[config.mk]
export PLATFORM = sky130hd
export DESIGN_NAME = mcyc_ctrl
export DESIGN_NICKNAME = d
export VERILOG_FILES = /design/src/rtl/mcyc_pkg.sv /design/src/rtl/mcyc_next.sv /design/src/rtl/mcyc_decode.sv /design/src/rtl/mcyc_ctrl.sv
export SDC_FILE = /design/constraint.sdc
export NUM_CORES = 1
export LEC_CHECK = 0
export BUFFER_PORTS_ARGS = -buffer_cell sky130_fd_sc_hd__buf_4
export CORE_MARGIN = 4
export CORE_UTILIZATION = 30
export DETAILED_ROUTE_END_ITERATION = 16
export SYNTH_ARGS = -nofsm -noshare
export SYNTH_HDL_FRONTEND = slang
export SYNTH_SLANG_ARGS = --single-unit
[constraint.sdc]
create_clock -name clk -period 1.7 [get_ports clk]
set_input_delay 0.34 -clock clk [delete_from_list [all_inputs] [get_ports clk]]
set_output_delay 0.34 -clock clk [all_outputs]
set_load 0.03 [all_outputs]
[src/rtl/mcyc_pkg.sv]
package mcyc_pkg;
  localparam int SW = 4;

  typedef enum logic [SW-1:0] {
    ST_FETCH  = 4'd0,
    ST_DECODE = 4'd1,
    ST_MADDR  = 4'd2,
    ST_LDRD   = 4'd3,
    ST_LDWB   = 4'd4,
    ST_STWR   = 4'd5,
    ST_REXE   = 4'd6,
    ST_RWB    = 4'd7,
    ST_BRC    = 4'd8,
    ST_JMP    = 4'd9
  } step_e;

  localparam logic       ASRC_PC    = 1'b0;
  localparam logic       ASRC_A     = 1'b1;
  localparam logic [1:0] BSRC_REG   = 2'b00;
  localparam logic [1:0] BSRC_FOUR  = 2'b01;
  localparam logic [1:0] BSRC_IMM   = 2'b10;
  localparam logic [1:0] BSRC_IMMSH = 2'b11;
  localparam logic [1:0] AOP_ADD    = 2'b00;
  localparam logic [1:0] AOP_SUB    = 2'b01;
  localparam logic [1:0] AOP_FUNCT  = 2'b10;
  localparam logic [1:0] PSRC_ALU   = 2'b00;
  localparam logic [1:0] PSRC_HOLD  = 2'b01;
  localparam logic [1:0] PSRC_JUMP  = 2'b10;

  typedef struct packed {
    logic       pc_wr;
    logic       pc_wr_cond;
    logic       addr_sel;
    logic       mem_rd;
    logic       mem_wr;
    logic       ir_wr;
    logic       alu_a_sel;
    logic [1:0] alu_b_sel;
    logic [1:0] alu_op;
    logic [1:0] pc_src;
    logic       reg_dst;
    logic       mem_to_reg;
    logic       reg_wr;
  } ctrl_t;

  localparam ctrl_t CTRL_FETCH = '{
    pc_wr: 1'b1, pc_wr_cond: 1'b0, addr_sel: 1'b0, mem_rd: 1'b1,
    mem_wr: 1'b0, ir_wr: 1'b1, alu_a_sel: ASRC_PC, alu_b_sel: BSRC_FOUR,
    alu_op: AOP_ADD, pc_src: PSRC_ALU, reg_dst: 1'b0, mem_to_reg: 1'b0,
    reg_wr: 1'b0};
endpackage

[src/rtl/mcyc_next.sv]
module mcyc_next
  import mcyc_pkg::*;
#(
  parameter int             OPW       = 6,
  parameter logic [OPW-1:0] OP_ALU    = 6'h00,
  parameter logic [OPW-1:0] OP_LOAD   = 6'h23,
  parameter logic [OPW-1:0] OP_STORE  = 6'h2B,
  parameter logic [OPW-1:0] OP_BRANCH = 6'h04,
  parameter logic [OPW-1:0] OP_JUMP   = 6'h02
) (
  input  step_e          cur,
  input  logic [OPW-1:0] op,
  output step_e          nxt,
  output logic           bad_op
);
  always_comb begin
    nxt    = ST_FETCH;
    bad_op = 1'b0;
    unique case (cur)
      ST_FETCH:  nxt = ST_DECODE;
      ST_DECODE: begin
        if (op == OP_LOAD || op == OP_STORE) nxt = ST_MADDR;
        else if (op == OP_ALU)               nxt = ST_REXE;
        else if (op == OP_BRANCH)            nxt = ST_BRC;
        else if (op == OP_JUMP)              nxt = ST_JMP;
        else begin
          nxt    = ST_FETCH;
          bad_op = 1'b1;
        end
      end
      ST_MADDR:  nxt = (op == OP_STORE) ? ST_STWR : ST_LDRD;
      ST_LDRD:   nxt = ST_LDWB;
      ST_REXE:   nxt = ST_RWB;
      default:   nxt = ST_FETCH;
    endcase
  end
endmodule

[src/rtl/mcyc_decode.sv]
module mcyc_decode
  import mcyc_pkg::*;
(
  input  step_e st,
  output ctrl_t c
);
  always_comb begin
    c = '0;
    case (st)
      ST_FETCH:  c = CTRL_FETCH;
      ST_DECODE: begin
        c.alu_a_sel = ASRC_PC;
        c.alu_b_sel = BSRC_IMMSH;
        c.alu_op    = AOP_ADD;
      end
      ST_MADDR: begin
        c.alu_a_sel = ASRC_A;
        c.alu_b_sel = BSRC_IMM;
        c.alu_op    = AOP_ADD;
      end
      ST_LDRD: begin
        c.mem_rd   = 1'b1;
        c.addr_sel = 1'b1;
      end
      ST_LDWB: begin
        c.reg_wr     = 1'b1;
        c.mem_to_reg = 1'b1;
        c.reg_dst    = 1'b0;
      end
      ST_STWR: begin
        c.mem_wr   = 1'b1;
        c.addr_sel = 1'b1;
      end
      ST_REXE: begin
        c.alu_a_sel = ASRC_A;
        c.alu_b_sel = BSRC_REG;
        c.alu_op    = AOP_FUNCT;
      end
      ST_RWB: begin
        c.reg_wr  = 1'b1;
        c.reg_dst = 1'b1;
      end
      ST_BRC: begin
        c.alu_a_sel  = ASRC_A;
        c.alu_b_sel  = BSRC_REG;
        c.alu_op     = AOP_SUB;
        c.pc_wr_cond = 1'b1;
        c.pc_src     = PSRC_HOLD;
      end
      ST_JMP: begin
        c.pc_wr  = 1'b1;
        c.pc_src = PSRC_JUMP;
      end
      default: c = '0;
    endcase
  end
endmodule

[src/rtl/mcyc_ctrl.sv]
module mcyc_ctrl
  import mcyc_pkg::*;
#(
  parameter int             OPW       = 6,
  parameter logic [OPW-1:0] OP_ALU    = 6'h00,
  parameter logic [OPW-1:0] OP_LOAD   = 6'h23,
  parameter logic [OPW-1:0] OP_STORE  = 6'h2B,
  parameter logic [OPW-1:0] OP_BRANCH = 6'h04,
  parameter logic [OPW-1:0] OP_JUMP   = 6'h02
) (
  input  logic           clk,
  input  logic           rst,
  input  logic [OPW-1:0] opcode,
  output logic [3:0]     step,
  output logic           pc_wr,
  output logic           pc_wr_cond,
  output logic           addr_sel,
  output logic           mem_rd,
  output logic           mem_wr,
  output logic           ir_wr,
  output logic           alu_a_sel,
  output logic [1:0]     alu_b_sel,
  output logic [1:0]     alu_op,
  output logic [1:0]     pc_src,
  output logic           reg_dst,
  output logic           mem_to_reg,
  output logic           reg_wr,
  output logic           illegal
);
  step_e cur_q, nxt;
  ctrl_t nxt_c, ctl_q;
  logic  bad_op, ill_q;

  mcyc_next #(
    .OPW(OPW), .OP_ALU(OP_ALU), .OP_LOAD(OP_LOAD), .OP_STORE(OP_STORE),
    .OP_BRANCH(OP_BRANCH), .OP_JUMP(OP_JUMP)
  ) u_next (
    .cur(cur_q), .op(opcode), .nxt(nxt), .bad_op(bad_op)
  );

  // Outputs are decoded from the next step so flops line up with the step.
  mcyc_decode u_dec (.st(nxt), .c(nxt_c));

  always_ff @(posedge clk) begin
    if (rst) begin
      cur_q <= ST_FETCH;
      ctl_q <= CTRL_FETCH;
      ill_q <= 1'b0;
    end else begin
      cur_q <= nxt;
      ctl_q <= nxt_c;
      ill_q <= bad_op;
    end
  end

  assign step       = cur_q;
  assign pc_wr      = ctl_q.pc_wr;
  assign pc_wr_cond = ctl_q.pc_wr_cond;
  assign addr_sel   = ctl_q.addr_sel;
  assign mem_rd     = ctl_q.mem_rd;
  assign mem_wr     = ctl_q.mem_wr;
  assign ir_wr      = ctl_q.ir_wr;
  assign alu_a_sel  = ctl_q.alu_a_sel;
  assign alu_b_sel  = ctl_q.alu_b_sel;
  assign alu_op     = ctl_q.alu_op;
  assign pc_src     = ctl_q.pc_src;
  assign reg_dst    = ctl_q.reg_dst;
  assign mem_to_reg = ctl_q.mem_to_reg;
  assign reg_wr     = ctl_q.reg_wr;
  assign illegal    = ill_q;


  fetch_then_decode_chk: assert property (@(posedge clk) disable iff (rst)
    (cur_q == ST_FETCH) |=> (cur_q == ST_DECODE));


  tail_to_fetch_chk: assert property (@(posedge clk) disable iff (rst)
    (cur_q inside {ST_LDWB, ST_STWR, ST_RWB, ST_BRC, ST_JMP}) |=> (cur_q == ST_FETCH));


  cond_write_src_chk: assert property (@(posedge clk) disable iff (rst)
    pc_wr_cond |-> (pc_src == PSRC_HOLD && !pc_wr && alu_op == AOP_SUB));


  no_rw_clash_chk: assert property (@(posedge clk) disable iff (rst)
    !(mem_rd && mem_wr));


  illegal_origin_chk: assert property (@(posedge clk) disable iff (rst)
    illegal |-> (cur_q == ST_FETCH && $past(cur_q) == ST_DECODE));


  illegal_single_chk: assert property (@(posedge clk) disable iff (rst)
    illegal |=> !illegal);
endmodule

==> flow_results.org, run 1 <==
** STA
- After routing, the total negative slack on setup checks comes to 0 ns.
- Relative slew margins :: 71.9%
- Final critical-path share of the clock period :: between 90 and 100%
- At the pin with the least slew margin, the transition time is roughly 0.42 ns.
- Derived from the worst setup path, the maximum achievable clock frequency is 0.616 GHz.
- Worst path setup slack after routing :: 0.0763 ns
- Setup violations remaining at the end of the flow were counted as 0.
- Minimum clock period :: ~1.6 ns
- Hold Vio Cnt, Final :: 0
- The number of max-slew violations in the final report came to 0.
- Setup repair after global routing left no endpoint under its margin.
- Clock skew on the completed layout was measured at roughly 0.0014 ns.

** Setup path
- CP Launch Type :: register
- Crit path required time :: between 1.5 and 2 ns
- Type of element capturing the critical path :: register
- Crit-path max FO :: 8
- Data arrival, critical path :: approximately 1.8 ns
- The worst setup path is of the reg2reg kind.
- Worst R2R Path Depth :: 4

** Placed design
- Placement-stage worst setup slack :: -0.0698 ns
- The placed instances occupy a cell area of 1140 µm².
- Sum of net half-perimeters after detailed placement :: 1630 µm
- Buffers placed on the I/O ports in this run total 28.
- Final weighted congestion in routability-driven placement :: 0.790

** Synthesis
- The synthesized netlist occupies a cell area of a little over 800 µm².
- Dominant cell type by area after synthesis :: sky130_fd_sc_hd__dfxtp_1
- Synthesis produced a netlist whose cell count is between 80 and 90.
- After synthesis, the netlist uses 34 different library cells.
- Most frequent cells after synthesis :: sky130_fd_sc_hd__dfxtp_1, sky130_fd_sc_hd__nor2_1, sky130_fd_sc_hd__nor3_1
- After synthesis, the share of flip-flops with an asynchronous set or reset is 0%.
- Sequential-to-total area share from yosys stat :: between 50% and 60%
- By instance count, the leading cell after synthesis is sky130_fd_sc_hd__dfxtp_1.
- Most area-consuming cells after synthesis :: sky130_fd_sc_hd__dfxtp_1, sky130_fd_sc_hd__nor2_1, sky130_fd_sc_hd__nor3_1
- Avg Synthesized Cell Area :: ~9.7 µm²
- Yosys reg bits :: 21
- Dominant synthesized flop cell :: sky130_fd_sc_hd__dfxtp_1
- Synthesized netlist net count :: 92
- The top cell type by area accounts for between 50% and 60% of the synthesized area.
- Number of enable-type register cells in the synthesized netlist :: 0
- For this run, the number of Yosys warnings is 0.

** Power
- Dividing total power by cell area gives a power density of about 750 nW/µm².
- VDD sags by at most 0.533 mV.
- Summed over all cells, the static leakage comes to about 0.56 nW.

** Floorplanning
- The floorplan step defined a die boundary enclosing about 3600 µm².
- Die height :: ~60 µm
- Overall die width :: roughly 60 µm
- The core region is around 2500 µm².
- FP Rows :: 18
- Once the floorplan was initialized, standard cells occupied around 32% of the core.
- 29 I/O pins were placed.

** Layout
- Fill cells :: ~260
- After routing the design area is about 1200 µm².
- The repair_antennas step left the layout with diodes totalling 0.
- Area Growth Syn to Fin :: 43.5%
- The multi-input combinational cells in the finished layout cover a total of between 300 and 400 µm².
- The register with the most flip-flops in the layout has 4 of them.
- In the final design database the tool counted around 140 nets.
- Cells with a size suffix above 1 make up roughly two fifths of the layout.
- Registers take roughly 420 µm².

** Drt
- Count of vias placed by the detailed router :: just under 800
- In this run the remaining antenna-violating nets after routing total 0.
- After the first detailed-routing iteration, the DRC count stood at 16.
- After detailed routing, the number of remaining DRC violations is 0.
- After detailed routing, the average wire length per cell comes to around 13 µm.
- Pre-antenna DRT Iters :: 4
- Wire length after detailed routing :: slightly above 2000 µm
- In the routed layout, each cell is associated on average with a via count of around 5.

** Run status
- Status :: finished clean

** CTS
- Clock tree synthesis inserted a total of 3 buffers.
- Number of buffers on the longest clock path :: 2
- Clock tree synthesis found a total of 21 sinks.
- After clock tree synthesis, the clock-pin slew on the worst setup and hold paths is 0.11 ns.
- Clock latency on the worst-skew pair :: approximately 0.30 ns
- TritonCTS built the clock tree.
- CTS built an H-tree with a depth of 1.
- Root buffer cell :: sky130_fd_sc_hd__clkbuf_4
- The number of hold buffers added after CTS was 0.

** Run
- Max-capacitance violation count :: 0

** GRT
- Tot GR Track Use :: 12.5%
- Entering global routing, the biggest net connects 13 pins.
- Global routing finished with a remaining overflow of 0.
- Via count of the first global-routing pass :: between 700 and 800
- Global-route wire length before repair :: 3370 µm
- Antenna violations before repair :: 0

** Worst hold path
- Worst hold stages :: 2
- The worst hold path belongs to the class in2reg.
## repair_timing
item	CTS	global route
buffers inserted	0	0
gates resized for setup	0	1
endpoints found under the setup margin	0	1
## cells in the final DEF (no fill, tap or decap), drive strengths merged, types with 2 or more instances in the layout
master,netlist,layout
inv,5,5
o211a,2,2
nand3,3,3
nand2,3,3
nor2,10,10
nor3,7,7
buf,2,41
a21oi,4,4
clkbuf,1,3
nand4b,2,2
o31ai,2,2
xor2,2,2
nor4,2,2
dfxtp,21,21
nor4b,2,2
## metal layers
metal | vias up | wire [µm] | global-route usage, % | part of all wire [%]
li1 | 395 | - | - | -
met4 | 0 | 7 | 2.85 | 0.34
met2 | 28 | 894 | 18.8 | 44
met5 | - | 0 | 0 | 0
met1 | 367 | 981 | 16.7 | 48
met3 | 2 | 153 | 4.75 | 7.5
## logic make-up after synthesis
| kind of cell | share of synthesized area, % |
|---|---|
| DFF | 51.5 |
| xor gates and xnor gates | 2.14 |
| and+or+nand+nor | 25.1 |
| buffers and inverters | 4.75 |
| AOI/OAI and AO/OA | 16.5 |
## path summary, 6_finish.rpt
path / start / slack (ns) / endpoint
max: step[2] / 0.08 / reg_wr
min: rst / 0.27 / alu_b_sel[1]
max reg2reg: step[2] / 0.08 / reg_wr
min reg2reg: step[0] / 0.64 / addr_sel
## report_power, final
part	internal, mW	switching [mW]
Clock	0.0876	0.146
Combinational	0.0633	0.0771
Sequential	0.505	0.00525
Total	0.656	0.229
## final cells by class
type	instances	area share, %
clock buffers	3	1.92
inverters	5	1.60
multi-input cells	55	30.5
well taps	30	3.20
clock inverters	1	0.427
repair buffers	41	26.3
flip-flops and latches	21	36.1
## metrics by stage
step | std cells | total power, mW | hold WS (ns) | utilization [%]
final | 156 | 0.884 | 0.269 | 46.1
after global routing | 156 | 0.931 | 0.247 | 46.1
after CTS | 156 | 0.893 | 0.260 | 46.0
after detailed placement | 152 | 0.662 | 0.588 | 44.9
after global placement | 152 | 0.660 | 0.586 | 44.9
after floorplan | 84 | 0.597 | 0.496 | -
## critical path, stage by stage, from the launching register on
cell and delay [ns]:
sky130_fd_sc_hd__dfxtp_2 0.39, sky130_fd_sc_hd__or4b_4 0.50, sky130_fd_sc_hd__o211a_1 0.24, sky130_fd_sc_hd__o31a_1 0.27, sky130_fd_sc_hd__and2_1 0.14
(Power assumes the default switching activity.)
==> inputs of run 2 (changes only) <==
CELL_PAD_IN_SITES_DETAIL_PLACEMENT = 1   (was unset)
CELL_PAD_IN_SITES_GLOBAL_PLACEMENT = 1   (was unset)
PLACE_DENSITY_LB_ADDON = 0.1   (was unset)
==> run 2 against run 1 <==
Net effect:
- core utilization stayed put
- maximum frequency about the same
- critical path depth is the same
- power hardly changed
- cell count unchanged
- wire length increased by 12%
- register-to-register slack hardly changed
- combinational power barely moved
- clock-buffer cell count unchanged
- final area did not move
- sequential power about the same
- critical path type unchanged
- highest routed layer unchanged
==> flow_results.org, run 2 (synthesized netlist as in run 1, its figures left out) <==
** Floorplanning
- The width of the die came to 60.2 µm (unchanged).
- The die area was 3620 µm² (unchanged).
- CORE AREA :: 2540 µm² (unchanged)
- The number of top-level pins came to 29 (unchanged).
- The total number of placement rows was 18 (unchanged).
- The die height was 60.2 µm (unchanged).
- The effective utilization at floorplan came to 32.1% (unchanged).

** Layout
- Highest-count cells in the layout ignoring fill and taps :: sky130_fd_sc_hd__buf_4, sky130_fd_sc_hd__dfxtp_1, sky130_fd_sc_hd__nor2_1
- Number of flip-flops in the largest register :: 4 (unchanged)
- The count of placed standard cells in the final layout, fillers left out came to 156 (unchanged).
- Most common cell after layout, fill and taps aside :: sky130_fd_sc_hd__buf_4
- Final net count :: 135 (unchanged)
- The synthesis-to-finish area growth came to 43.5% (unchanged).
- The number of antenna repair diodes came to 0 (unchanged).
- The count of fill cells added during filler insertion was 312 (+19%).
- Fraction of layout cells with a size suffix above 1 :: 40.5% (unchanged)

** Run status
- The flow ran to the end, and the final reports show no timing, DRC or antenna violations.

** STA
- Achievable frequency :: 0.615 GHz (about the same)
- The number of max-slew violations in the final report is 0 (unchanged).
- Relative slew margins :: 66.2% (-5.7 points)
- Hold slack final :: 0.260 ns (-0.00864 ns)
- The clock tree skew after final layout was 0.00877 ns (+0.00736 ns).
- Number of failing setup endpoints in the final timing report :: 0 (unchanged)
- Setup total negative slack :: 0 ns (unchanged)
- The final worst-path cycle share is 95.6% (about the same).
- Setup repair after global routing could not meet its margin everywhere.
- The slew of the pin with the lowest slew margin was 0.505 ns (+0.0890 ns).
- Minimum clock period :: 1.62 ns (+0.00114 ns)
- Worst path setup slack after routing :: 0.0751 ns (-0.00114 ns)
- Hold Vio Cnt, Final :: 0 (unchanged)

** Setup path
- Data arrival, critical path :: 1.86 ns (+0.03 ns)
- CP Launch Type :: register
- The logic depth of the worst register-to-register path was 4 (unchanged).
- The worst register-to-register path begins at step[3].
- The critical path starts at step[3].
- The slowest stage of the critical path belongs to the cell sky130_fd_sc_hd__nor4b_2.
- The number of cells on the critical path is 4 (unchanged).
- Type of element capturing the critical path :: register
- Gate family responsible for the most delay along the worst path :: simple AND/OR/NAND/NOR gates
- Worst r2r dst :: pc_src[1]
- Crit-path max FO :: 6 (-2)
- Crit path capture :: pc_src[1]
- Type of the worst setup path :: reg2reg
- Flop2flop setup slack :: 0.08 ns (about the same)
- The required time of the critical path is 1.93 ns (+0.03 ns).
- Largest stage delay on the critical path :: 0.43 ns (-0.07 ns)
- Crit path cell chain :: nor4b_2, nand4b_1, nand2b_1, nor3_1
- The number of buffer and inverter instances along the worst setup path is 0 (unchanged).

** Power
- The internal power component was 0.656 mW (about the same).
- The proportion of power drawn by the clock network was 26.3% (about the same).
- Power per Cell Area :: 755 nW/µm² (about the same)
- The worst IR drop on VDD came to 0.479 mV (-10%).
- The share of power burned in combinational logic is 16.1% (+0.2 points).
- The total net switching power is 0.229 mW (about the same).
- The switching share of power was 25.8% (about the same).
- Reported leakage power :: 0.557 nW (unchanged)
- The proportion of power drawn by flip-flops and latches came to 57.6% (about the same).

** GRT
- The total track usage was 14.2% (+1.8 points).
- Via count of the first global-routing pass :: 807 (+10%)
- The largest net degree at the start of global routing was 13 (unchanged).
- Antenna violations before repair :: 0 (unchanged)
- GR Overflow Total :: 0 (unchanged)
- The wire length of the first global-routing pass was 3750 µm (+11%).

** CTS
- The maximum clock path buffer count was 2 (unchanged).
- The total CTS buffers is 3 (unchanged).
- Root buffer cell :: sky130_fd_sc_hd__clkbuf_4
- Maximum level of the CTS H-tree :: 1 (unchanged)
- The latest clock arrival within the worst-skew pair came to 0.30 ns (about the same).
- The count of clock tree sinks is 21 (unchanged).
- Reg clk slew, reported paths :: 0.12 ns (about the same)
- CTS tree :: built

** Drt
- The average routed wire per standard cell came to 14.7 µm (+12%).
- Drt via density :: 5.17 (+1.8%)
- Iter 0 DRT Violations :: 9 (-7)
- The detailed-route wire length came to 2290 µm (+12%).
- The count of antenna-violating nets left after detailed routing was 0 (unchanged).
- DRC violation count after routing :: 0 (unchanged)
- Count of vias placed by the detailed router :: 806 (+1.8%)
- The number of optimization iterations in the first detailed-route pass came to 4 (unchanged).

** Placed design
- Cells after DPL :: 152 (unchanged)
- The placed wire-length estimate is 1870 µm (+15%).
- The placer congestion estimate came to 0.825 (+4.5%).
- IO Port Bufs :: 28 (unchanged)
- Placement-stage worst setup slack :: -0.0713 ns (-0.00150 ns)

** Worst hold path
- In this run the most critical hold path is launched from rst.
- Hold/Removal Path Class :: in2reg

** Run
- The max-cap check violation count was 0 (unchanged).
==> run 2: cell counts in the layout (fill, tap and decap cells not counted) <==
Identical to the previous run, type by type.
==> run 2: power by group through the flow <==
stage	sequential [mW]	clock [mW]	combinational [mW]
finish	0.510	0.233	0.142
global route	0.512	0.270	0.155
CTS	0.511	0.241	0.143
detailed placement	0.522	0	0.143
global placement	0.521	0	0.141
floorplan	0.547	0	0.0492
==> run 2: worst min path at each step <==
| stage | to | slack [ns] | cells after the start |
|---|---|---|---|
| 2_1_floorplan | illegal | 0.50 | 1 |
| 3_3_place_gp | addr_sel | 0.48 | 1 |
| 3_5_place_dp | addr_sel | 0.50 | 1 |
| 4_1_cts | alu_b_sel[1] | 0.25 | 2 |
| 5_1_grt | alu_b_sel[1] | 0.24 | 2 |
| 6_report | alu_b_sel[1] | 0.26 | 2 |
==> run 2: final cells by class <==
cell class | instances | area (µm²) | share of cell area, %
timing repair buffer | 41 | 308 | 26.3
inverter | 5 | 18.8 | 1.60
clock buffer | 3 | 22.5 | 1.92
tap | 30 | 37.5 | 3.20
clock inverter | 1 | 5.00 | 0.427
sequential | 21 | 423 | 36.1
multi-input combinational | 55 | 358 | 30.5
==> run 2: metal layers <==
metal	vias to the layer above	track usage, %	part of all wire [%]	wire length [µm]
met5	-	0	0	0
met4	0	3.80	0.79	18
met3	2	4.10	5.0	115
met2	24	23.5	49	1130
met1	391	18.0	45	1030
li1	389	-	-	-
==> run 2: worst reg2reg max path, stage by stage (launching register included) <==
cell and delay (ns):
sky130_fd_sc_hd__dfxtp_1 0.39, sky130_fd_sc_hd__nor4b_2 0.43, sky130_fd_sc_hd__nand4b_1 0.21, sky130_fd_sc_hd__nand2b_1 0.30
sky130_fd_sc_hd__nor3_1 0.22
==> run 2: what timing repair did <==
item | 4_1_cts | 5_1_grt
setup buffers | 0 | 0
resized for setup | 0 | 1
endpoints found under the setup margin | 1 | 10
hold buffers | 0 | 0
==> run 2: through the flow <==
step / area [µm²] / util (%) / power [mW]
global route: 1170 / 46.1 / 0.937
finish: 1170 / 46.1 / 0.885
floorplan: 818 / - / 0.597
detailed placement: 1140 / 44.9 / 0.665
global placement: 1140 / 44.9 / 0.662
CTS: 1170 / 46.0 / 0.895
